**src/rtl/sar_pkg.sv**
```systemverilog
package sar_pkg;
  localparam int unsigned LEAD_W = 4;
  typedef logic [LEAD_W-1:0] lead_t;

  // Clamp a requested interrupt lead to the supported maximum.
  function automatic lead_t clamp_lead(input lead_t req, input lead_t limit);
    return (req > limit) ? limit : req;
  endfunction
endpackage

```
**src/rtl/sar_step_ctr.sv**
```systemverilog
module sar_step_ctr #(
  parameter int unsigned STEPS = 12,
  parameter int unsigned CW    = $clog2(STEPS + 1)
) (
  input  logic          clk,
  input  logic          rst_n,
  input  logic          trig_i,
  output logic          busy_o,
  output logic          accept_o,
  output logic          last_o,
  output logic [CW-1:0] rem_o
);
  localparam logic [CW-1:0] STEPS_C = CW'(STEPS);
  localparam logic [CW-1:0] ONE_C   = CW'(1);

  assign accept_o = trig_i && !busy_o;
  assign last_o   = busy_o && (rem_o == ONE_C);

  always_ff @(posedge clk or negedge rst_n) begin
    if (!rst_n) begin
      busy_o <= 1'b0;
      rem_o  <= '0;
    end else if (accept_o) begin
      busy_o <= 1'b1;
      rem_o  <= STEPS_C;
    end else if (busy_o) begin
      rem_o <= rem_o - ONE_C;
      if (last_o) busy_o <= 1'b0;
    end
  end
endmodule

```
**src/rtl/sar_approx.sv**
```systemverilog
module sar_approx #(
  parameter int unsigned W = 12
) (
  input  logic         clk,
  input  logic         rst_n,
  input  logic         start_i,
  input  logic         step_i,
  input  logic         cmp_i,
  output logic [W-1:0] dac_o,
  output logic [W-1:0] code_o
);
  logic [W-1:0] kept_q;
  logic [W-1:0] trial_q;

  // Keep or drop the trial bit based on the comparator answer.
  function automatic logic [W-1:0] resolve(input logic [W-1:0] kept,
                                           input logic [W-1:0] trial,
                                           input logic         above);
    return above ? (kept | trial) : kept;
  endfunction

  assign dac_o  = kept_q | trial_q;
  assign code_o = resolve(kept_q, trial_q, cmp_i);

  always_ff @(posedge clk or negedge rst_n) begin
    if (!rst_n) begin
      kept_q  <= '0;
      trial_q <= '0;
    end else if (start_i) begin
      kept_q  <= '0;
      trial_q <= {1'b1, {(W-1){1'b0}}};
    end else if (step_i) begin
      kept_q  <= code_o;
      trial_q <= trial_q >> 1;
    end
  end
endmodule

```
**src/rtl/sar_irq.sv**
```systemverilog
module sar_irq
  import sar_pkg::*;
#(
  parameter int unsigned CW       = 4,
  parameter int unsigned LEAD_MAX = 8
) (
  input  logic          clk,
  input  logic          rst_n,
  input  logic          start_i,
  input  lead_t         lead_i,
  input  logic          busy_i,
  input  logic [CW-1:0] rem_i,
  input  logic          ack_i,
  output logic          fire_o,
  output logic          irq_o
);
  localparam lead_t LIMIT = LEAD_W'(LEAD_MAX);
  lead_t lead_q;

  // Fire on the edge that leaves exactly lead_q decisions outstanding.
  assign fire_o = busy_i && (int'(rem_i) == int'(lead_q) + 1);

  always_ff @(posedge clk or negedge rst_n) begin
    if (!rst_n) begin
      lead_q <= '0;
      irq_o  <= 1'b0;
    end else begin
      if (start_i) lead_q <= clamp_lead(lead_i, LIMIT);
      if (fire_o)     irq_o <= 1'b1;
      else if (ack_i) irq_o <= 1'b0;
    end
  end
endmodule

```
**src/rtl/sar_seq.sv**
```systemverilog
module sar_seq
  import sar_pkg::*;
#(
  parameter int unsigned W        = 12,
  parameter int unsigned LEAD_MAX = 8
) (
  input  logic         clk,
  input  logic         rst_n,
  input  logic         trig_i,
  input  logic [3:0]   lead_i,
  input  logic         irq_ack_i,
  input  logic         cmp_i,
  output logic [W-1:0] dac_o,
  output logic         busy_o,
  output logic         ready_o,
  output logic [W-1:0] result_o,
  output logic         irq_o
);
  localparam int unsigned CW = $clog2(W + 1);

  logic          accept_evt;
  logic          last_evt;
  logic          irq_fire;
  logic [CW-1:0] rem;
  logic [W-1:0]  code_final;

  sar_step_ctr #(.STEPS(W), .CW(CW)) u_ctr (
    .clk(clk), .rst_n(rst_n), .trig_i(trig_i), .busy_o(busy_o),
    .accept_o(accept_evt), .last_o(last_evt), .rem_o(rem)
  );

  sar_approx #(.W(W)) u_approx (
    .clk(clk), .rst_n(rst_n), .start_i(accept_evt), .step_i(busy_o),
    .cmp_i(cmp_i), .dac_o(dac_o), .code_o(code_final)
  );

  sar_irq #(.CW(CW), .LEAD_MAX(LEAD_MAX)) u_irq (
    .clk(clk), .rst_n(rst_n), .start_i(accept_evt), .lead_i(lead_i),
    .busy_i(busy_o), .rem_i(rem), .ack_i(irq_ack_i),
    .fire_o(irq_fire), .irq_o(irq_o)
  );

  always_ff @(posedge clk or negedge rst_n) begin
    if (!rst_n) begin
      result_o <= '0;
      ready_o  <= 1'b0;
    end else begin
      ready_o <= last_evt;
      if (last_evt) result_o <= code_final;
    end
  end
endmodule

```
**config.mk**
```make
export PLATFORM = sky130hd
export DESIGN_NAME = sar_seq
export DESIGN_NICKNAME = d
export VERILOG_FILES = /design/src/rtl/sar_pkg.sv /design/src/rtl/sar_step_ctr.sv /design/src/rtl/sar_approx.sv /design/src/rtl/sar_irq.sv /design/src/rtl/sar_seq.sv
export SDC_FILE = /design/constraint.sdc
export NUM_CORES = 1
export LEC_CHECK = 0
export ABC_AREA = 1
export BUFFER_PORTS_ARGS = -buffer_cell sky130_fd_sc_hd__buf_2
export CAP_MARGIN = 20
export CORE_ASPECT_RATIO = 1.4
export CORE_MARGIN = 4
export CORE_UTILIZATION = 40
export CTS_CLUSTER_SIZE = 24
export DETAILED_ROUTE_END_ITERATION = 8
export HOLD_SLACK_MARGIN = 0.06
export RECOVER_POWER = 100
export SLEW_MARGIN = 30
export SYNTH_ARGS = -nofsm -noshare
export SYNTH_HDL_FRONTEND = slang
export SYNTH_HIERARCHICAL = 1
export SYNTH_SLANG_ARGS = --single-unit
export TNS_END_PERCENT = 1
```
**constraint.sdc**
```tcl
create_clock -name clk -period 3.7 [get_ports clk]
set_input_delay 0.185 -clock clk [delete_from_list [all_inputs] [get_ports clk]]
set_output_delay 0.185 -clock clk [all_outputs]
set_load 0.01 [all_outputs]
```
==> summary.md, run 1 <==
| Metric | Value |
|---|---|
| Status | `finished clean` |
| Setup slack at placement | `1.79 ns` |
| Clk_lat worst skew | `0.29 ns` |
| Vias in the first global route | `1,807` |
| RSZ-0062 raised after global routing | `no` |
| Sw Pwr | `869 µW` |
| WP data required | `3.91 ns` |
| H-tree Lvls | `2` |
| Post-CTS setup buffer count | `0` |
| Remaining DRCs | `0` |
| CP endpoint kind | `register` |
| Overall Global Routing Usage | `15.1%` |
| Period utilization | `65.1%` |
| Root Driver | `clkbuf_8` |
| Synth Area per Inst | `8.13 µm²` |
| Mapped Area | `2280 µm²` |
| Routed Antenna Nets | `0` |
| Peak supply drop | `0.000302 V` |
| CTS max path bufs | `2` |
| CTS tree | `done` |
| Gr ovfl total | `0` |
| Commonest non-fill, non-tap cell in the layout | `nand2_1` |
| Setup tns final | `0 ns` |
| Flop pwr share | `42.3%` |
| Worst slew pin tran | `1.11 ns` |
| Clock Sinks | `47` |
| Switching share of total power | `42.6%` |
| Slew HR | `25.9%` |
| Hold Vio Cnt, Final | `0` |
| Global placement routability congestion | `0.828` |
| WS Path Type | `reg2reg` |
| Setup-failing EPs final | `0` |
| Clock network power share | `16.4%` |
| DP HPWL | `3.51 mm` |
| Crit path arrival time | `2.62 ns` |
| Core area | `5530 µm²` |
| Worst clock skew | `0.00160 ns` |
| Worst hold path class | `in2reg` |
| IO buf count | `35` |
| Drt pass-1 iters | `4` |
| Most frequent cells in the layout | `nand2_1 (78), inv_1 (54), dfrtp_1 (47), clkbuf_1 (30), o21ai_0 (26)` |
| Width of the die | `71.9 µm` |
| Detailed Route Iter0 Violations | `91` |
| I/O Pins | `36` |
| CTS Buf Count | `5` |
| Comb power frac | `41.3%` |
| Drt via density | `4.67` |
| Row count | `32` |
| Die Y | `97.4 µm` |
| Post-route minimum period | `2.41 ns` |
| Die Footprint | `7000 µm²` |
| Max Cap Viol | `0` |
| Internal power | `1170 µW` |
| Nets | `330` |
| Routed vias | `1,809` |
| Power Dens Cells | `818 nW/µm²` |
| Worst setup margin | `1.29 ns` |
| WL per Instance | `12.4 µm` |
| Clk slew on worst S/H paths | `0.08 ns` |
| Ant. Diodes | `0` |
| Ys Warns | `6` |
| Share of layout cells above drive strength 1 | `7.21%` |
| Leakage power | `0.00139 µW` |
| Initial core utilization | `41.3%` |
| CTS resizes | `0` |
| Routed WL | `4.79 mm` |
| Synthesized Nets | `293` |
| Cells after synthesis | `281` |
| P&R area growth vs syn | `9.26%` |
| Final slew viol count | `0` |
| Crit path launch type | `register` |
| Max Freq | `415 MHz` |
| Crit path max fanout | `28` |
| Largest net degree at the start of global routing | `48` |
| Initial antenna violation count | `0` |
| First-pass GRT wire length | `8.42 mm` |
==> area by class of cell <==
cell class,count,area [µm²]
inverters,58,218
fillers,598,3030
flip-flops and latches,47,1180
well taps,68,85.1
repair buffers,38,161
clock buffers,8,100
multi-input cells,168,754
==> power groups by stage <==
| stage | logic, µW | registers, µW | clock network (µW) |
|---|---|---|---|
| floorplan | 669 | 881 | 0 |
| global placement | 944 | 871 | 0 |
| detailed placement | 962 | 873 | 0 |
| CTS | 966 | 865 | 346 |
| global route | 1000 | 897 | 367 |
| finish | 843 | 863 | 335 |
==> metal layers <==
layer	wire, µm	up-vias	global-route usage (%)
met5	0	-	0
met1	2080	850	18.8
li1	-	921	-
met3	194	7	3.83
met4	89	0	5.35
met2	2420	31	25.1
==> sequential cells by signal, indices dropped and copies added (netlist names) <==
name and flops:
ready_o 1, u_ctr/rem_o 4, u_irq/irq_o 1, u_irq/lead_q 4, result_o 12, u_approx/trial_q 12, u_ctr/busy_o 1, u_approx/kept_q 12
==> repair_timing <==
action | in CTS | in global routing
endpoints found under the hold margin | 47 | 0
endpoints found under the setup margin | 0 | 0
hold buffers | 1 | 0
==> worst max-delay path, cell delays in order (launching register included) <==
cell      delay (ns)
dfrtp_1         0.41
clkbuf_1        0.84
inv_2           0.14
nand2_2         0.12
inv_1           0.08
inv_2           0.31
nand2_2         0.22
o21ai_0         0.21
==> through the flow <==
step	hold WS, ns	total power (µW)	util (%)	cell area, µm²	std cells
2_1_floorplan	-0.111	1550	-	2280	281
3_3_place_gp	0.387	1820	44.8	2470	378
3_5_place_dp	0.235	1840	44.8	2480	378
4_1_cts	0.0817	2180	46.8	2590	387
5_1_grt	0.0820	2270	45.2	2490	387
6_report	0.0819	2040	45.2	2490	387
==> path summary, 6_finish.rpt <==
path	to	slack, ns	cells past startpoint	startpoint
worst max-delay path	u_approx/trial_q[0]$_DFFE_PN0P_	1.29	7	u_ctr/busy_o$_DFF_PN0_
worst min-delay path	u_irq/lead_q[1]$_DFFE_PN0P_	0.08	3	lead_i[1]
worst max register to register	u_approx/trial_q[0]$_DFFE_PN0P_	1.29	7	u_ctr/busy_o$_DFF_PN0_
worst min register to register	result_o[3]$_DFFE_PN0P_	0.47	2	result_o[3]$_DFFE_PN0P_
max in group asynchronous	u_irq/lead_q[0]$_DFFE_PN0P_	2.86	2	rst_n
min in group asynchronous	u_approx/kept_q[7]$_DFFE_PN0P_	0.43	2	rst_n
No activity file was read; power rests on OpenSTA's default activity.
==> run 2: changes to the inputs <==
Settings changed: ABC_AREA 1 to 0.
Clock period 3.7 ns to 2 ns, I/O delays scaled along.
==> run 2 against run 1 <==
  * Worst hold slack improved by 0.047 ns
  * Critical path depth decreased by 3
  * Register-to-register slack got worse by 0.84 ns
  * Setup slack worse by 0.84 ns
  * Cell area shrank 1.9%
  * Critical endpoint is now result_o[10]$_DFFE_PN0P_
==> summary.md, run 2 <==
| Metric | Value |
|---|---|
| Status | `finished clean` |
| Reg area | `1180 µm² (unchanged)` |
| Crit-path slowest cell | `dfrtp_1` |
| Hold wc startpoint | `trig_i` |
| Width of the die | `70.3 µm (-2.2%)` |
| Met3 GRT Util | `3.69% (-0.14 points)` |
| Die Y | `95.2 µm (-2.2%)` |
| Initial antenna violation count | `0 (unchanged)` |
| CTS resizes | `0 (unchanged)` |
| Crit path max fanout | `14 (-50%)` |
| RSZ-0062 raised after global routing | `no` |
| Hold Vio Cnt, Final | `0 (unchanged)` |
| CTS tree | `done` |
| Detailed Route Iter0 Violations | `74 (-19%)` |
| CP endpoint kind | `register` |
| Overall Global Routing Usage | `13.6% (-1.5 points)` |
| Clock Sinks | `47 (unchanged)` |
| Setup tns final | `0 ns (unchanged)` |
| Mapped Area | `2170 µm² (-4.8%)` |
| WP data required | `2.17 ns (-1.74 ns)` |
| P&R area growth vs syn | `12.7%` |
| Worst setup margin | `0.454 ns (-0.836 ns)` |
| WS Path Type | `reg2reg` |
| Routed Antenna Nets | `0 (unchanged)` |
| Root Driver | `clkbuf_8` |
| Met1 Use GR | `17.4% (-1.3 points)` |
| Die Footprint | `6690 µm² (-4.4%)` |
| Slew HR | `21.5% (-4.4 points)` |
| Clk_lat worst skew | `0.30 ns (about the same)` |
| Peak supply drop | `0.000636 V (+110%)` |
| GR peak layer | `met2` |
| Max Freq | `647 MHz (+56%)` |
| Global placement routability congestion | `0.790 (-4.6%)` |
| Drt pass-1 iters | `4 (unchanged)` |
| Remaining DRCs | `0 (unchanged)` |
| Setup-failing EPs final | `0 (unchanged)` |
| Crit-path max cell delay | `0.43 ns (-0.41 ns)` |
| Biggest regs | `result_o: 12 flops, u_approx/kept_q: 12 flops, u_approx/trial_q: 12 flops` |
| Worst hold slack | `0.129 ns (+0.0472 ns)` |
| Post-route minimum period | `1.55 ns (-0.864 ns)` |
| Leakage power | `0.00128 µW (-8.1%)` |
| Routed vias | `1,470 (-19%)` |
| WL per Instance | `14.7 µm (+19%)` |
| Worst hold path class | `in2reg` |
| Ant. Diodes | `0 (unchanged)` |
| CP Cell Sequence | `inv_1 > ha_1 > and4bb_4 > mux2_1` |
| Crit path arrival time | `1.72 ns (-0.90 ns)` |
| Synth Area per Inst | `12.1 µm² (+49%)` |
| Final slew viol count | `0 (unchanged)` |
| Ys Warns | `6 (unchanged)` |
| Crit path launch type | `register` |
| Most frequent cells in the layout | `dfrtp_1 (47), clkbuf_1 (27), nor2_1 (25), a21o_1 (13), a31oi_1 (13)` |
| Met2 usage | `22.5% (-2.6 points)` |
| CTS max path bufs | `2 (unchanged)` |
| Multi-input gate area | `838 µm² (+11%)` |
| Core area | `5240 µm² (-5.2%)` |
| Worst clock skew | `0.0106 ns (+0.00899 ns)` |
| CP Launch Point | `u_ctr/rem_o[1]$_DFFE_PN0P_` |
| Total power | `3940 µW (+93%)` |
| Hold buffers post-CTS | `6 (+5)` |
| Worst slew pin tran | `1.18 ns (+0.0657 ns)` |
| First-pass GRT wire length | `7.27 mm (-14%)` |
| CTS Buf Count | `5 (unchanged)` |
| Nets | `234 (-29%)` |
| Vias in the first global route | `1,474 (-18%)` |
| Reg2reg start | `u_ctr/rem_o[1]$_DFFE_PN0P_` |
| Initial core utilization | `41.5% (+0.18 points)` |
| Routed WL | `4.23 mm (-12%)` |
| Max Cap Viol | `0 (unchanged)` |
| Fillers | `544 (-9.0%)` |
| Gr ovfl total | `0 (unchanged)` |
| H-tree Lvls | `2 (unchanged)` |
| Power Dens Cells | `1610 nW/µm² (+97%)` |
| Post-CTS setup buffer count | `0 (unchanged)` |
| IO buf count | `35 (unchanged)` |
| Share of layout cells above drive strength 1 | `15.3% (+8.1 points)` |
| Clk slew on worst S/H paths | `0.08 ns (about the same)` |
| Synthesized Nets | `192 (-34%)` |
| Cells after synthesis | `180 (-36%)` |
| DP HPWL | `2.67 mm (-24%)` |
| Setup slack at placement | `0.402 ns (-1.39 ns)` |
| Drt via density | `5.10 (+9.2%)` |
| Row count | `31 (-3.1%)` |
| Period utilization | `77.3% (+12 points)` |
| I/O Pins | `36 (unchanged)` |
| Commonest non-fill, non-tap cell in the layout | `dfrtp_1` |
| Largest net degree at the start of global routing | `48 (unchanged)` |
==> run 2: cell types whose count changed in the layout (fill, tap and decap cells not counted), sizes merged, moves of 13 or more <==
| cell | before | now |
|---|---|---|
| nand2 | 80 | 0 |
| inv | 57 | 8 |
| o21ai | 28 | 3 |
| nand3 | 21 | 2 |
| mux2 | 0 | 14 |
| a21o | 0 | 13 |
| a31oi | 0 | 13 |
==> run 2: worst max-delay path: cells and delay by family (launching register included) <==
kind / cells / cell delay [ns]
fa+ha+maj: 1 / 0.15
buf+inv: 1 / 0.10
flops: 1 / 0.43
mux: 1 / 0.36
simple gates: 1 / 0.39
==> run 2: routing by layer <==
layer  routed length [µm]  vias to the layer above
met4                   43                        0
met1                 1860                      734
met3                  210                        5
met5                    0                        -
met2                 2120                       27
li1                     -                      704
==> run 2: final timing paths <==
kind	endpoint	slack (ns)	cells past startpoint
setup / recovery	result_o[10]$_DFFE_PN0P_	0.45	4
min in group asynchronous	u_approx/trial_q[0]$_DFFE_PN0P_	0.64	3
hold reg to reg	result_o[5]$_DFFE_PN0P_	0.50	1
max in group asynchronous	u_irq/lead_q[3]$_DFFE_PN0P_	0.64	3
hold / removal	u_ctr/busy_o$_DFF_PN0_	0.13	3
setup reg to reg	result_o[10]$_DFFE_PN0P_	0.45	4
==> run 2: layout make-up <==
cell class,instances,share of cell area (%)
clock inverters,1,0.204
multi-input cells,116,34.2
clock buffers,6,3.37
inverters,8,1.23
well taps,66,3.37
flip-flops and latches,47,48.0
repair buffers,44,9.56
==> run 2: stage by stage <==
stage / utilization (%) / area (µm²) / std cells
after global routing: 46.8 / 2450 / 288
after floorplan: - / 2170 / 180
final: 46.8 / 2450 / 288
after global placement: 45.5 / 2380 / 275
after CTS: 48.4 / 2530 / 288
after detailed placement: 45.5 / 2380 / 275
==> run 2: report_power, final <==
group	switching (µW)	internal, µW
combinational	799	800
sequential	399	1370
clock	302	272
total	1500	2440
